### src/rtl/phs_pkg.sv
package phs_pkg;

  // Strobes passed from the control half to the datapath half.
  typedef struct packed {
    logic clear;    // block held cleared (reset, power-down, generator off)
    logic load;     // accepted write
    logic tick;     // prescaler tick
    logic capture;  // snapshot for readback
  } phsStrobe_t;

endpackage

### src/rtl/phs_control.sv
module phs_control
  import phs_pkg::*;
#(
  parameter int PRESCALE = 8
) (
  input  logic       clk,
  input  logic       rstN,
  input  logic       pwrDnN,
  input  logic       genEn,
  input  logic       wrEn,
  input  logic       frameStart,
  output phsStrobe_t strb
);

  localparam int PRE_W = (PRESCALE > 1) ? $clog2(PRESCALE) : 1;
  localparam logic [PRE_W-1:0] PRE_LAST = PRE_W'(PRESCALE - 1);

  logic [PRE_W-1:0] preCnt;
  logic             clearNow;
  logic             tickNow;

  // Free-running divider; only the reset input restarts it.
  always_ff @(posedge clk or negedge rstN) begin
    if (!rstN) begin
      preCnt <= '0;
    end else if (preCnt == PRE_LAST) begin
      preCnt <= '0;
    end else begin
      preCnt <= preCnt + PRE_W'(1);
    end
  end

  assign tickNow  = (preCnt == PRE_LAST);
  assign clearNow = !rstN || !pwrDnN || !genEn;

  always_comb begin
    strb.clear   = clearNow;
    strb.tick    = tickNow;
    strb.load    = wrEn && !clearNow;
    strb.capture = frameStart && !clearNow;
  end

  generate
    if (PRESCALE > 1) begin : g_tickChk
      AST_TICK_SPACED: assert property (@(posedge clk) disable iff (!rstN)
        strb.tick |=> !strb.tick);
    end
  endgenerate

  AST_LOAD_BLOCKED: assert property (@(posedge clk) disable iff (!rstN)
    (!pwrDnN || !genEn) |-> !strb.load);

endmodule

### src/rtl/phs_datapath.sv
module phs_datapath
  import phs_pkg::*;
#(
  parameter int REG_W   = 16,
  parameter int MAG_W   = 8,
  parameter int DIR_POS = 15
) (
  input  logic             clk,
  input  logic             rstN,
  input  phsStrobe_t       strb,
  input  logic [REG_W-1:0] wrData,
  output logic [REG_W-1:0] rdData,
  output logic             advPulse,
  output logic             retPulse
);

  logic [MAG_W-1:0] mag;
  logic             dir;
  logic             stepNow;
  logic [REG_W-1:0] liveWord;
  logic [REG_W-1:0] snap;

  assign stepNow = strb.tick && !strb.load && !strb.clear && (mag != '0);

  // Remaining count and direction.
  always_ff @(posedge clk or negedge rstN) begin
    if (!rstN) begin
      mag <= '0;
      dir <= 1'b0;
    end else if (strb.clear) begin
      mag <= '0;
      dir <= 1'b0;
    end else if (strb.load) begin
      mag <= wrData[MAG_W-1:0];
      dir <= wrData[DIR_POS];
    end else if (stepNow) begin
      mag <= mag - MAG_W'(1);
    end
  end

  // Registered step pulses, steered by the direction.
  always_ff @(posedge clk or negedge rstN) begin
    if (!rstN) begin
      advPulse <= 1'b0;
      retPulse <= 1'b0;
    end else begin
      advPulse <= stepNow && !dir;
      retPulse <= stepNow && dir;
    end
  end

  // Readback word: reserved positions stay zero.
  always_comb begin
    liveWord = '0;
    liveWord[MAG_W-1:0] = mag;
    liveWord[DIR_POS] = dir;
  end

  always_ff @(posedge clk or negedge rstN) begin
    if (!rstN) begin
      snap <= '0;
    end else if (strb.clear) begin
      snap <= '0;
    end else if (strb.capture) begin
      snap <= liveWord;
    end
  end

  assign rdData = snap;

  AST_PULSE_EXCLUSIVE: assert property (@(posedge clk) disable iff (!rstN)
    !(advPulse && retPulse));
  AST_PULSE_DECREMENTS: assert property (@(posedge clk) disable iff (!rstN)
    (advPulse || retPulse) |-> (mag == $past(mag) - MAG_W'(1)));
  AST_ADV_DIRECTION: assert property (@(posedge clk) disable iff (!rstN)
    advPulse |-> !dir);
  AST_NO_WRAP: assert property (@(posedge clk) disable iff (!rstN)
    ($past(mag) == '0 && !$past(strb.load)) |-> (mag == '0));
  AST_LOAD_WINS: assert property (@(posedge clk) disable iff (!rstN)
    strb.load |=> (mag == $past(wrData[MAG_W-1:0]) && !advPulse && !retPulse));
  AST_CLEAR_HOLDS: assert property (@(posedge clk) disable iff (!rstN)
    strb.clear |=> (mag == '0 && snap == '0 && !advPulse && !retPulse));
  AST_SNAP_STABLE: assert property (@(posedge clk) disable iff (!rstN)
    (!strb.capture && !strb.clear) |=> $stable(snap));

endmodule

### src/rtl/phase_shift_ctrl.sv
module phase_shift_ctrl
  import phs_pkg::*;
#(
  parameter int REG_W    = 16,
  parameter int MAG_W    = 8,
  parameter int DIR_POS  = 15,
  parameter int PRESCALE = 8
) (
  input  logic             clk,
  input  logic             rstN,
  input  logic             pwrDnN,
  input  logic             genEn,
  input  logic             wrEn,
  input  logic [REG_W-1:0] wrData,
  input  logic             frameStart,
  output logic [REG_W-1:0] rdData,
  output logic             advPulse,
  output logic             retPulse
);

  phsStrobe_t strb;

  phs_control #(
    .PRESCALE(PRESCALE)
  ) u_control (
    .clk       (clk),
    .rstN      (rstN),
    .pwrDnN    (pwrDnN),
    .genEn     (genEn),
    .wrEn      (wrEn),
    .frameStart(frameStart),
    .strb      (strb)
  );

  phs_datapath #(
    .REG_W  (REG_W),
    .MAG_W  (MAG_W),
    .DIR_POS(DIR_POS)
  ) u_datapath (
    .clk     (clk),
    .rstN    (rstN),
    .strb    (strb),
    .wrData  (wrData),
    .rdData  (rdData),
    .advPulse(advPulse),
    .retPulse(retPulse)
  );

endmodule

### config.mk
export PLATFORM = sky130hd
export DESIGN_NAME = phase_shift_ctrl
export DESIGN_NICKNAME = d
export VERILOG_FILES = /design/src/rtl/phs_pkg.sv /design/src/rtl/phs_control.sv /design/src/rtl/phs_datapath.sv /design/src/rtl/phase_shift_ctrl.sv
export SDC_FILE = /design/constraint.sdc
export NUM_CORES = 1
export LEC_CHECK = 0
export CAP_MARGIN = 20
export CORE_AREA = 2 2 62 64
export DETAILED_ROUTE_END_ITERATION = 6
export DIE_AREA = 0 0 64 66
export PLACE_DENSITY = 0.65
export SETUP_SLACK_MARGIN = 0.3
export SYNTH_ARGS = -nofsm -noshare
export SYNTH_HDL_FRONTEND = slang
export SYNTH_SLANG_ARGS = --single-unit
### constraint.sdc
create_clock -name clk -period 2.6 [get_ports clk]
set_input_delay 0.78 -clock clk [delete_from_list [all_inputs] [get_ports clk]]
set_output_delay 0.78 -clock clk [all_outputs]
set_load 0.005 [all_outputs]
### Yosys cells after proc, flatten, opt, wreduce, memory -nomap -nowiden

Cells that the tools add are included.
W data, S select, Z words.

* register bits after elaboration: 30
* bits in latches: 0
* RAM bits: 0
* ROM bits: 0
* input bits: 22
* output and inout bits: 18
* logic and storage cells: 36
* memories: 0

* add/sub/neg operators: 2
* multiply operators: 0
* div/mod/pow operators: 0
* order comparisons: 0
* eq/ne operators: 1
* shift operators: 0
* multiplexer cells: 8
* bitwise gates (word level): 0
* reduce and logical (&&, ||, !) cells: 19

Operators by type and width (number)
* $mux W16: 2
* $mux W8: 3
* $reduce_bool A8 Y1: 1
* $sub A8 B1 Y8 const B: 1
* $logic_and A1 B1 Y1: 7
* $logic_not A1 Y1: 6
* $reduce_bool A2 Y1: 2
* $add A3 B1 Y3 const B: 1
* $eq A3 B3 Y1 const B: 1
* $mux W3: 1
* $reduce_bool A3 Y1: 1
* $logic_or A1 B1 Y1: 2
* $mux W1: 2

### Logic depth before layout (Yosys ltp)

* depth after elaboration: 12
* mapped depth: 6
* mapped depth without buffers: 6

### Modules after synthesis

A second synthesis with hierarchy kept.

* cell total of the unflattened synthesis: 119
* area, all modules: 1231.2 µm²

Modules (own cells, without submodules)
* phs_datapath: times used 1, cells an instance 107, area each 1083.5 µm², sequential area each 500.5 µm²
* phs_control: times used 1, cells an instance 12, area each 147.6 µm², sequential area each 75.1 µm²

### Worst setup path before layout

Ideal clock, no wire load.

* path type: register to register
* start: register u_control.preCnt[0]
* end: register u_datapath.mag[7]
* setup time: 82 ps
* arrival time: 1787 ps
* data required time: 2518 ps
* path slack: 731 ps
* stages on the path, launching flop included: 6
* period minus slack after synthesis: 1869 ps
* cell sequence: dfrtp_1 -> ha_1 -> ha_1 -> or4b_4 -> or4_1 -> a31oi_1

* cells in the longest elaborated chain, start to end: 5

Ends and longest elaborated chain
* from (decl): line phs_control.sv:18 `logic [PRE_W-1:0] preCnt;`
* from (signal assigned): line phs_control.sv:29 `preCnt <= preCnt + PRE_W'(1);`
* $eq A3 B3 Y1: line phs_control.sv:33 `assign tickNow = (preCnt == PRE_LAST);`
* $logic_and A1 B1 Y1 (3 in a row): line phs_datapath.sv:23 `assign stepNow = strb.tick && !strb.load && !strb.clear && (mag != '0);`
* $reduce_bool A3 Y1 (no line)
* to (signal assigned): line phs_datapath.sv:34 `mag <= wrData[MAG_W-1:0];`
* to (signal assigned): line phs_datapath.sv:37 `mag <= mag - MAG_W'(1);`
* to (decl): line phs_datapath.sv:17 `logic [MAG_W-1:0] mag;`

Every way passes these cells.
A chain may end at the register's enable or synchronous reset.

### Worst setup path in the final report

* start: register u_control.preCnt[0]
* end: register u_datapath.mag[5]

Same word-level chain as after synthesis.

==> results.ini <==
[worst_setup_path]
crit_family=simple AND/OR/NAND/NOR gates
crit_cells=6
max_stage_delay_ns=0.51
endpoint=u_datapath.mag[5]
rr_startpoint=u_control.preCnt[0]
crit_fanout=7
end_kind=register
crit_slowest_cell=or4b_4
cpMostUsedCell=ha_1
cp_num_buf_inv=0
startpoint_type=register
crit_arrival_ns=2.23
crit_type=reg -> reg
r2r_cells=6
cp.required_ns=2.81
r2r_slack_ns=0.58
worstReg2RegEnd=u_datapath.mag[5]
cp-startpoint=u_control.preCnt[0]
path_cells=ha_1 -> ha_1 -> or4b_4 -> o311ai_0 -> nand2_1 -> a32o_1

[synth]
yosys.area_share.simple=0.155
synth_async_sr_flop_share=1.00
synth_top_area_frac=0.486
ys_seq_area_frac=0.486
synth_commonest_cells=23 x dfrtp_1, 12 x nor2_1, 11 x mux2i_1
muxShareOfSynthArea=0.0929
synth_top_area_cell=dfrtp_1
synth_top_family_by_area=simple AND/OR/NAND/NOR gates
yosys_warnings=0
yosys-top-cells-area=dfrtp_1 49%, mux2i_1 9.3%, buf_4 4.4%
synthAdderAreaFrac=0.0422
synth_xor_area_frac=0.0148
synthCells=114
synth_area_um2=1180
synth_area_per_cell_um2=10.4
synth_most_common_cell=dfrtp_1
ys_seq_elements=23
synth_flop_cell=dfrtp_1
synth_compound_area_frac=0.120
synth_cell_types=35
synth_edf_count=0

[route]
drc=0
wl_per_cell_um=13.0
wl_um=2440
vias=883
vias_per_cell=4.70
drtIter0Drc=23
ant_nets=0
drt_first_pass_iters=4

[clock_network]
cts-root-buf=clkbuf_4
clk_pin_slew_ns=0.12
clockBufferDepth=2
cts_sinks=23
clk_latency_ns=0.31
cts_resized=0
cts_tree=done
htree_levels=1
cts_inserted_buffers=3
cts_setup_buffers=0
holdBufCountCts=0

[die]
die_h_um=66
start_util=0.334
rows=22
die_area_um2=4220
io_pins=40
dieWidth_um=64
coreArea_um2=3550

[place]
dpl_cell_area_um2=1460
port-buffer-count=25
place_congestion=0.815
hpwlAfterDp_um=1890
dp.cells=184

[cells_and_area]
drive_gt1_frac=0.0714
synthToLayoutAreaGrowth_pct=25.2
instances_no_fill=188
final_cell_area_um2=1480
nets=167
fin_util=0.418
nFillCells=361
antenna_cells=0

[grt]
antenna_found_initial=0
grt_start_max_net_pins=15
grt_usage=0.122
gr-total-overflow=0
grt_first_pass_wirelength_um=4080
grt_pass1_vias=893

[power]
p_leak_nw=0.653
irDropWorstVdd_mv=0.213
powerDensity_nw_per_um2=406

[timing]
finalSetupTns_ns=0
maxSlewViolCount=0
relSlewSlack=0.650
finalCritPeriodShare=0.776
hold_violations=0
skew_ns=0.00477
clock.fmax_mhz=495
period_needed_ns=2.02
setup_viol=0
rsz0062_at_grt=no
tightest_slew_ns=0.523

[min_path]
hold_path_class=reg -> reg
hp-start=u_control.preCnt[0]

[job]
drv_cap=0

[run_status]
status=finished, final reports clean

-- area by class of cell --
type | instances | area, µm² | share of cell area
inverter | 3 | 11.3 | 0.00759
multi-input combinational | 81 | 531 | 0.358
sequential | 23 | 576 | 0.388
timing repair buffer | 29 | 280 | 0.189
clock buffer | 4 | 26.3 | 0.0177
tap | 48 | 60.1 | 0.0405
-- kinds of logic after synthesis --
group | after synthesis
muxes | 11
and+or+nand+nor | 34
adders and majority gates | 4
xor gates and xnor gates | 2
other | 1
AOI/OAI and AO/OA | 23
buffers and inverters | 16
DFF | 23
-- layout by cell type, fill, tap and decap left out, types with 2 or more instances in the layout --
cell             Yosys  routed
clkdlybuf4s50_1      0      25
nor3_1               4       4
buf_4                7       4
o21ai_0              7       7
nand2_1              5       5
nor4_1               2       2
dfrtp_1             23      23
inv_1                3       3
clkbuf_4             0       3
a21oi_1              7       7
xnor2_1              2       2
mux2i_1             11      11
nor2_1              12      12
ha_1                 4       4
conb_1               1       7
-- power by group --
part           internal, mW  switching (mW)  total (mW)
combinational        0.0374          0.0351      0.0725
sequential            0.361         0.00560       0.367
clock                0.0599           0.103       0.163
-- routing by layer --
metal  share of wire  vias to the layer above  track usage
met5               0                        -            0
met4               0                        0       0.0163
met3           0.046                        0       0.0409
met2            0.50                       19        0.214
met1            0.46                      427        0.147
li1                -                      437            -
-- state kept, by name (all words and copies together), names as in the netlist --
name	flops
u_control.preCnt	3
u_datapath.advPulse	1
u_datapath.dir	1
u_datapath.mag	8
u_datapath.rdData	9
u_datapath.retPulse	1
-- stage by stage --
step,setup WS (ns),power (mW),hold WS [ns]
2_1_floorplan,0.731,0.415,0.410
3_3_place_gp,0.582,0.445,0.421
3_5_place_dp,0.541,0.447,0.449
4_1_cts,0.545,0.608,0.472
5_1_grt,0.372,0.629,0.486
6_report,0.581,0.603,0.472
-- worst min-delay path by stage --
| stage | slack (ns) | cells past startpoint | endpoint |
|---|---|---|---|
| 6_report | 0.47 | 1 | u_control.preCnt[0] |
| 5_1_grt | 0.49 | 1 | u_control.preCnt[0] |
| 3_5_place_dp | 0.45 | 1 | u_control.preCnt[0] |
| 4_1_cts | 0.47 | 1 | u_control.preCnt[0] |
| 3_3_place_gp | 0.42 | 1 | u_control.preCnt[0] |
| 2_1_floorplan | 0.41 | 1 | u_control.preCnt[0] |
Note: power is estimated with default switching activity, not from simulation.
